File: src/rtl/cap_pkg.sv
package cap_pkg;
  typedef enum logic [1:0] {
    TRG_RISE = 2'b00,
    TRG_FALL = 2'b01,
    TRG_ANY  = 2'b10,
    TRG_HIGH = 2'b11
  } trg_mode_e;

  typedef enum logic [1:0] {
    SPL_30  = 2'b00,
    SPL_50  = 2'b01,
    SPL_70  = 2'b10,
    SPL_RSV = 2'b11
  } split_e;
endpackage

File: src/rtl/cap_trig_det.sv
module cap_trig_det
  import cap_pkg::*;
(
  input  logic      clk_i,
  input  logic      rst_ni,
  input  trg_mode_e mode_i,
  input  logic      trig_i,
  output logic      hit_o
);
  logic trig_q;

  always_ff @(posedge clk_i or negedge rst_ni) begin
    if (!rst_ni) trig_q <= 1'b0;
    else         trig_q <= trig_i;
  end

  always_comb begin
    unique case (mode_i)
      TRG_RISE: hit_o = trig_i & ~trig_q;
      TRG_FALL: hit_o = ~trig_i & trig_q;
      TRG_ANY:  hit_o = trig_i ^ trig_q;
      default:  hit_o = trig_i;
    endcase
  end
endmodule

File: src/rtl/cap_split.sv
module cap_split
  import cap_pkg::*;
#(
  parameter int DEPTH_MAX = 64,
  localparam int CW = $clog2(DEPTH_MAX) + 1,
  localparam int MW = CW + 4
) (
  input  logic [CW-1:0] depth_i,
  input  split_e        sel_i,
  output logic [CW-1:0] depth_o,
  output logic [CW-1:0] pre_o,
  output logic [CW-1:0] post_o
);
  logic [MW-1:0] k;

  always_comb begin
    if (depth_i < CW'(2))              depth_o = CW'(2);
    else if (depth_i > CW'(DEPTH_MAX)) depth_o = CW'(DEPTH_MAX);
    else                               depth_o = depth_i;

    unique case (sel_i)
      SPL_30:  k = MW'(3);
      SPL_70:  k = MW'(7);
      default: k = MW'(5);
    endcase

    pre_o  = CW'((MW'(depth_o) * k) / MW'(10));
    post_o = depth_o - pre_o;
  end
endmodule

File: src/rtl/cap_wr_ctrl.sv
module cap_wr_ctrl
  import cap_pkg::*;
#(
  parameter int PROBE_W   = 8,
  parameter int DEPTH_MAX = 64,
  localparam int AW = $clog2(DEPTH_MAX),
  localparam int CW = AW + 1
) (
  input  logic               clk_i,
  input  logic               rst_ni,
  input  logic               arm_i,
  input  trg_mode_e          mode_i,
  input  logic [CW-1:0]      depth_i,
  input  logic [CW-1:0]      pre_i,
  input  logic [CW-1:0]      post_i,
  input  logic [PROBE_W-1:0] probe_i,
  input  logic               hit_i,
  output trg_mode_e          mode_q_o,
  output logic               ram_we_o,
  output logic [AW-1:0]      ram_addr_o,
  output logic [PROBE_W-1:0] ram_data_o,
  output logic               done_o,
  output logic [AW-1:0]      start_addr_o
);
  logic               armed_q, fired_q;
  logic [AW-1:0]      ptr_q, ptr_nxt, start_pend_q, start_calc;
  logic [CW-1:0]      fill_q, rem_q, depth_q, pre_q, post_q, back;
  logic [CW:0]        sum;
  trg_mode_e          mode_q;

  assign mode_q_o = mode_q;
  assign ptr_nxt  = ({1'b0, ptr_q} + CW'(1) == depth_q) ? '0 : ptr_q + AW'(1);

  // oldest sample: go back min(fill, pre) slots from the trigger address
  always_comb begin
    back = (fill_q >= pre_q) ? pre_q : fill_q;
    sum  = {2'b0, ptr_q} + {1'b0, depth_q} - {1'b0, back};
    if (sum >= {1'b0, depth_q}) start_calc = AW'(sum - {1'b0, depth_q});
    else                        start_calc = AW'(sum);
  end

  always_ff @(posedge clk_i or negedge rst_ni) begin
    if (!rst_ni) begin
      armed_q      <= 1'b0;
      fired_q      <= 1'b0;
      ptr_q        <= '0;
      fill_q       <= '0;
      rem_q        <= '0;
      depth_q      <= CW'(2);
      pre_q        <= '0;
      post_q       <= CW'(2);
      mode_q       <= TRG_RISE;
      start_pend_q <= '0;
      ram_we_o     <= 1'b0;
      ram_addr_o   <= '0;
      ram_data_o   <= '0;
      done_o       <= 1'b0;
      start_addr_o <= '0;
    end else begin
      ram_we_o <= 1'b0;
      done_o   <= 1'b0;
      if (arm_i) begin
        armed_q <= 1'b1;
        fired_q <= 1'b0;
        ptr_q   <= '0;
        fill_q  <= '0;
        depth_q <= depth_i;
        pre_q   <= pre_i;
        post_q  <= post_i;
        mode_q  <= mode_i;
      end else if (armed_q) begin
        ram_we_o   <= 1'b1;
        ram_addr_o <= ptr_q;
        ram_data_o <= probe_i;
        ptr_q      <= ptr_nxt;
        if (!fired_q) begin
          if (hit_i) begin
            fired_q      <= 1'b1;
            start_pend_q <= start_calc;
            rem_q        <= post_q - CW'(1);
            if (post_q == CW'(1)) begin
              done_o       <= 1'b1;
              start_addr_o <= start_calc;
              armed_q      <= 1'b0;
            end
          end else if (fill_q < depth_q) begin
            fill_q <= fill_q + CW'(1);
          end
        end else begin
          rem_q <= rem_q - CW'(1);
          if (rem_q == CW'(1)) begin
            done_o       <= 1'b1;
            start_addr_o <= start_pend_q;
            armed_q      <= 1'b0;
          end
        end
      end
    end
  end

  AST_DONE_PULSE: assert property (@(posedge clk_i) disable iff (!rst_ni)
    done_o |=> !done_o);
  AST_DONE_ON_WRITE: assert property (@(posedge clk_i) disable iff (!rst_ni)
    done_o |-> ram_we_o);
  AST_STOP_AFTER_DONE: assert property (@(posedge clk_i) disable iff (!rst_ni)
    done_o |=> !ram_we_o);
  AST_ADDR_IN_RING: assert property (@(posedge clk_i) disable iff (!rst_ni)
    ram_we_o |-> ({1'b0, ram_addr_o} < depth_q));
  AST_ADDR_STEP: assert property (@(posedge clk_i) disable iff (!rst_ni)
    (ram_we_o && $past(ram_we_o)) |->
      (ram_addr_o == (({1'b0, $past(ram_addr_o)} + CW'(1) == depth_q) ? '0 : $past(ram_addr_o) + AW'(1))));
  AST_START_HELD: assert property (@(posedge clk_i) disable iff (!rst_ni)
    !done_o |-> $stable(start_addr_o));
  AST_START_IN_RING: assert property (@(posedge clk_i) disable iff (!rst_ni)
    done_o |-> ({1'b0, start_addr_o} < depth_q));
endmodule

File: src/rtl/cap_ctrl.sv
module cap_ctrl
  import cap_pkg::*;
#(
  parameter int PROBE_W   = 8,
  parameter int DEPTH_MAX = 64,
  localparam int AW = $clog2(DEPTH_MAX),
  localparam int CW = AW + 1
) (
  input  logic               clk_i,
  input  logic               rst_ni,
  input  logic               arm_i,
  input  logic [1:0]         trig_mode_i,
  input  logic [1:0]         split_sel_i,
  input  logic [CW-1:0]      depth_i,
  input  logic [PROBE_W-1:0] probe_i,
  input  logic               trig_i,
  output logic               ram_we_o,
  output logic [AW-1:0]      ram_addr_o,
  output logic [PROBE_W-1:0] ram_data_o,
  output logic               done_o,
  output logic [AW-1:0]      start_addr_o
);
  logic [CW-1:0] depth_eff, pre_cnt, post_cnt;
  trg_mode_e     mode_q;
  logic          hit;

  cap_split #(.DEPTH_MAX(DEPTH_MAX)) u_split (
    .depth_i (depth_i),
    .sel_i   (split_e'(split_sel_i)),
    .depth_o (depth_eff),
    .pre_o   (pre_cnt),
    .post_o  (post_cnt)
  );

  cap_trig_det u_trig (
    .clk_i  (clk_i),
    .rst_ni (rst_ni),
    .mode_i (mode_q),
    .trig_i (trig_i),
    .hit_o  (hit)
  );

  cap_wr_ctrl #(.PROBE_W(PROBE_W), .DEPTH_MAX(DEPTH_MAX)) u_wr (
    .clk_i        (clk_i),
    .rst_ni       (rst_ni),
    .arm_i        (arm_i),
    .mode_i       (trg_mode_e'(trig_mode_i)),
    .depth_i      (depth_eff),
    .pre_i        (pre_cnt),
    .post_i       (post_cnt),
    .probe_i      (probe_i),
    .hit_i        (hit),
    .mode_q_o     (mode_q),
    .ram_we_o     (ram_we_o),
    .ram_addr_o   (ram_addr_o),
    .ram_data_o   (ram_data_o),
    .done_o       (done_o),
    .start_addr_o (start_addr_o)
  );
endmodule

File: config.mk
export PLATFORM = sky130hd
export DESIGN_NAME = cap_ctrl
export DESIGN_NICKNAME = d
export VERILOG_FILES = /design/src/rtl/cap_pkg.sv /design/src/rtl/cap_trig_det.sv /design/src/rtl/cap_split.sv /design/src/rtl/cap_wr_ctrl.sv /design/src/rtl/cap_ctrl.sv
export SDC_FILE = /design/constraint.sdc
export NUM_CORES = 1
export LEC_CHECK = 0
export CAP_MARGIN = 20
export CORE_MARGIN = 5
export CORE_UTILIZATION = 35
export DETAILED_ROUTE_END_ITERATION = 7
export PLACE_DENSITY = 0.52
export SYNTH_ARGS = -nofsm -noshare
export SYNTH_HDL_FRONTEND = slang
export SYNTH_SLANG_ARGS = --single-unit
File: constraint.sdc
create_clock -name clk_i -period 9.1 [get_ports clk_i]
set_clock_uncertainty 0.15 [all_clocks]
set_input_delay 1.82 -clock clk_i [delete_from_list [all_inputs] [get_ports clk_i]]
set_output_delay 1.82 -clock clk_i [all_outputs]
set_load 0.01 [all_outputs]
==> run_results.csv, run 1 <==
group,metric,value,unit
drt,drcViolationCount,0,
drt,routed_via_density,5.17,
sta,finalHoldViolCount,0,
place,gp_routability_congestion,0.849,
floorplan,number_of_cell_rows,48,
clock_tree,cts_num_sinks,74,
synth,synth_flop_cell,"sky130_fd_sc_hd__dfrtp_1",
sta,report.final.setup_viol,0,
synth,synth_most_common_cell,"sky130_fd_sc_hd__dfrtp_1",
synth,synth-edff-count,0,
clock_tree,ctsHoldBuffers,0,
setup_path,crit_arrival,8.32,ns
sta,finalWorstSetupSlack,0.857,ns
finish,finalNetCount,804,
place,detailed_place_hpwl,10.7,mm
clock_tree,post_cts_resize_count,0,
setup_path,crit_buf_inv,3,
pwr,power_per_cell_area,258,nW/um^2
sta,max_slew_margin,0.342,
floorplan,floorplan.initialDensity,0.355,
floorplan,placeableCoreArea,17200,sq um
floorplan,full_die_area,20100,sq um
synth,synth_top_cell_area_share,0.296,
setup_path,worstRegToRegCells,28,
synth,synthesis.area_per_instance,8.93,sq um
grt,gr_util_all_layers,0.144,
finish,final_layout_size_suffix_gt1_frac,0.0900,
sta,timing_worst_slew_pin_value,0.982,ns
clock_tree,worstSkewPairLatency,0.34,ns
setup_path,crit_top_cell,"sky130_fd_sc_hd__fa_1",
synth,register_bit_count_reported_by_yosys,74,
synth,post-synth-top-area-cell,"sky130_fd_sc_hd__dfrtp_1",
synth,netlist_area,6090,sq um
hold_path,min_path_cells,2,
sta,hold_slack,0.338,ns
setup_path,crit_slowest_cell,"sky130_fd_sc_hd__fa_1",
pwr,power_leakage,0.00312,uW
grt,vias_in_the_first_global_route,4840,
drt,drt_first_pass_iters,5,
finish,synth_to_layout_area_growth,15.8,%
drt,drt-total-wl,13.9,mm
finish,num-fill-cells,1754,
grt,maximum_number_of_pins_on_one_net_before_global_route_repair,75,
setup_path,timing.critical_path.to_type,"flop",
grt,antenna_found_initial,0,
setup_path,rrSetupSlack,2.94,ns
hold_path,holdCritPathClass,"flop to flop",
clock_tree,clk_transition_reported_paths,0.06,ns
run,drv_cap,0,
pwr,maximum_vdd_drop,102,uV
floorplan,top_level_ports,45,
clock_tree,cts.root.buffer_cell,"sky130_fd_sc_hd__clkbuf_16",
drt,ant_nets,0,
sta,setup_total_negative_slack,0,ns
sta,timing.final.crit_period,8.24,ns
place,pre_cts_slack,0.522,ns
place,port-buffer-count,44,
setup_path,critical_path.reg2reg.startpoint,"u_wr.fill_q[0]",
sta,max_freq,0.121,GHz
hold_path,endpoint_of_the_worst_hold_timing_path,"u_wr.start_addr_o[0]",
synth,async_flop_share,1.00,
floorplan,floorplan.die.width,142,um
drt,drt-wirelength-per-cell,14.6,um
hold_path,min_from,"u_wr.start_addr_o[0]",
setup_path,worstPathRequired,9.18,ns
sta,final.period_utilization,0.906,
synth,synth_fp_nets,769,
setup_path,critPathTopFamily,"compound AO/OA/AOI/OAI gates",
drt,route.vias.total,4894,
grt,grt.overflow.total,0,
clock_tree,cts_setup_buffers,0,
synth,sequential_share_of_the_synthesized_area,0.304,
clock_tree,cts-buffers-inserted,9,
setup_path,reg2reg_to,"u_wr.start_pend_q[5]",
clock_tree,htree_levels,3,
sta,unrepaired_setup_endpoints_after_global_routing,"no",
drt,dr.first_iter.drc_count,270,
synth,synth.cells.most_frequent,"72 x sky130_fd_sc_hd__dfrtp_1, 66 x sky130_fd_sc_hd__inv_1, 54 x sky130_fd_sc_hd__nor2_1",
setup_path,critical_path_fanouts_max,10,
synth,yosys_warnings,0,
setup_path,critical_path.max_stage_delay,0.53,ns
synth,post_synth_main_area_contributors,"sky130_fd_sc_hd__dfrtp_1 30%, sky130_fd_sc_hd__ha_1 10%, sky130_fd_sc_hd__xnor2_1 4.9%",
floorplan,fp.dieH,142,um
setup_path,setup.worst_path.class,"input pin to flop",
clock_tree,tritoncts_clock_tree,"built",
grt,grt_pass1_wl,23.8,mm
synth,yosys.cell_types.count,81,
finish,antennaDiodeCount,0,
outcome,status,"finished, final reports clean",
clock_tree,clk_path_buf_depth,2,
synth,post_syn_instances,682,
setup_path,worstSetupStartpointType,"input pin",
sta,finalMaxSlewViolations,0,
[stage by stage]
stage,area [sq um],power [uW],util,instances
floorplan,6090,1210,-,682
global placement,6730,1420,0.392,931
detailed placement,6730,1440,0.392,931
CTS,7050,1840,0.411,947
global route,7050,1980,0.411,947
finish,7050,1820,0.411,947
[cells in the final DEF (no fill, tap or decap), types with 11 or more instances in the layout]
cell type and count:
sky130_fd_sc_hd__o21ai_0 47, sky130_fd_sc_hd__inv_1 66, sky130_fd_sc_hd__xor2_1 12, sky130_fd_sc_hd__nand3_1 20
sky130_fd_sc_hd__mux2_2 19, sky130_fd_sc_hd__nor2_1 54, sky130_fd_sc_hd__a21o_1 15, sky130_fd_sc_hd__ha_1 50
sky130_fd_sc_hd__xnor2_1 34, sky130_fd_sc_hd__fa_1 14, sky130_fd_sc_hd__dfrtp_1 72, sky130_fd_sc_hd__a21oi_1 42
sky130_fd_sc_hd__mux2i_1 13, sky130_fd_sc_hd__nand2b_1 14, sky130_fd_sc_hd__clkdlybuf4s50_1 42, sky130_fd_sc_hd__nand2_1 48
sky130_fd_sc_hd__nor3_1 11
[kinds of logic (layout without fill, tap and decap cells)]
group | Yosys count | count (layout) | share of synthesized area
fa+ha+maj | 67 | 67 | 0.154
mux | 35 | 35 | 0.0651
xor+xnor | 47 | 47 | 0.0707
buf+inv | 90 | 130 | 0.0581
simple gates | 196 | 196 | 0.157
flops | 74 | 74 | 0.304
compound gates | 173 | 173 | 0.191
[power by group]
group | internal, uW | switching [uW]
clock | 248 | 141
sequential | 412 | 68.9
combinational | 430 | 522
[state kept, by name (all words and copies together) (netlist names), 7 cells and up]
signal and cells:
u_wr.ram_data_o 8, u_wr.pre_q 7, u_wr.rem_q 7, u_wr.post_q 7
u_wr.fill_q 7, u_wr.depth_q 7
[worst register-to-register path: cells and delay by family (launching register included)]
| family | cells | cell delay, ns |
|---|---|---|
| muxes | 1 | 0.33 |
| AOI/OAI and AO/OA | 11 | 2.47 |
| and+or+nand+nor | 8 | 0.85 |
| xor gates and xnor gates | 1 | 0.19 |
| adders and majority gates | 4 | 1.38 |
| buffers and inverters | 3 | 0.24 |
| DFF | 1 | 0.41 |
[final cells by class]
class / count / area, sq um / area share
multi-input combinational: 518 / 3890 / 0.551
timing repair buffer: 46 / 448 / 0.0635
clock inverter: 6 / 90.1 / 0.0128
tap: 225 / 282 / 0.0399
inverter: 68 / 255 / 0.0362
sequential: 74 / 1850 / 0.263
clock buffer: 10 / 239 / 0.0339
[metal layers]
layer / track usage / share of wire / up-vias
li1: - / - / 2477
met1: 0.201 / 0.49 / 2289
met2: 0.226 / 0.45 / 110
met3: 0.0265 / 0.047 / 18
met4: 0.0505 / 0.018 / 0
met5: 0 / 0 / -
[how the worst max path moves through the flow]
stage               depth (start not counted)        endpoint        from
CTS                                        28  u_wr.post_q[6]  depth_i[2]
floorplan                                  27  u_wr.post_q[6]  depth_i[3]
detailed placement                         28  u_wr.post_q[6]  depth_i[2]
global placement                           28  u_wr.post_q[6]  depth_i[3]
finish                                     28  u_wr.post_q[6]  depth_i[2]
global route                               28  u_wr.post_q[6]  depth_i[2]
Power figures use the tool's default switching activity.
==> run 2, diff against run 1 <==
Settings changed: GPL_ROUTABILITY_DRIVEN set to 0.
==> results of run 2 <==
The final DEF is identical to that of run 1; final timing and power are the same.
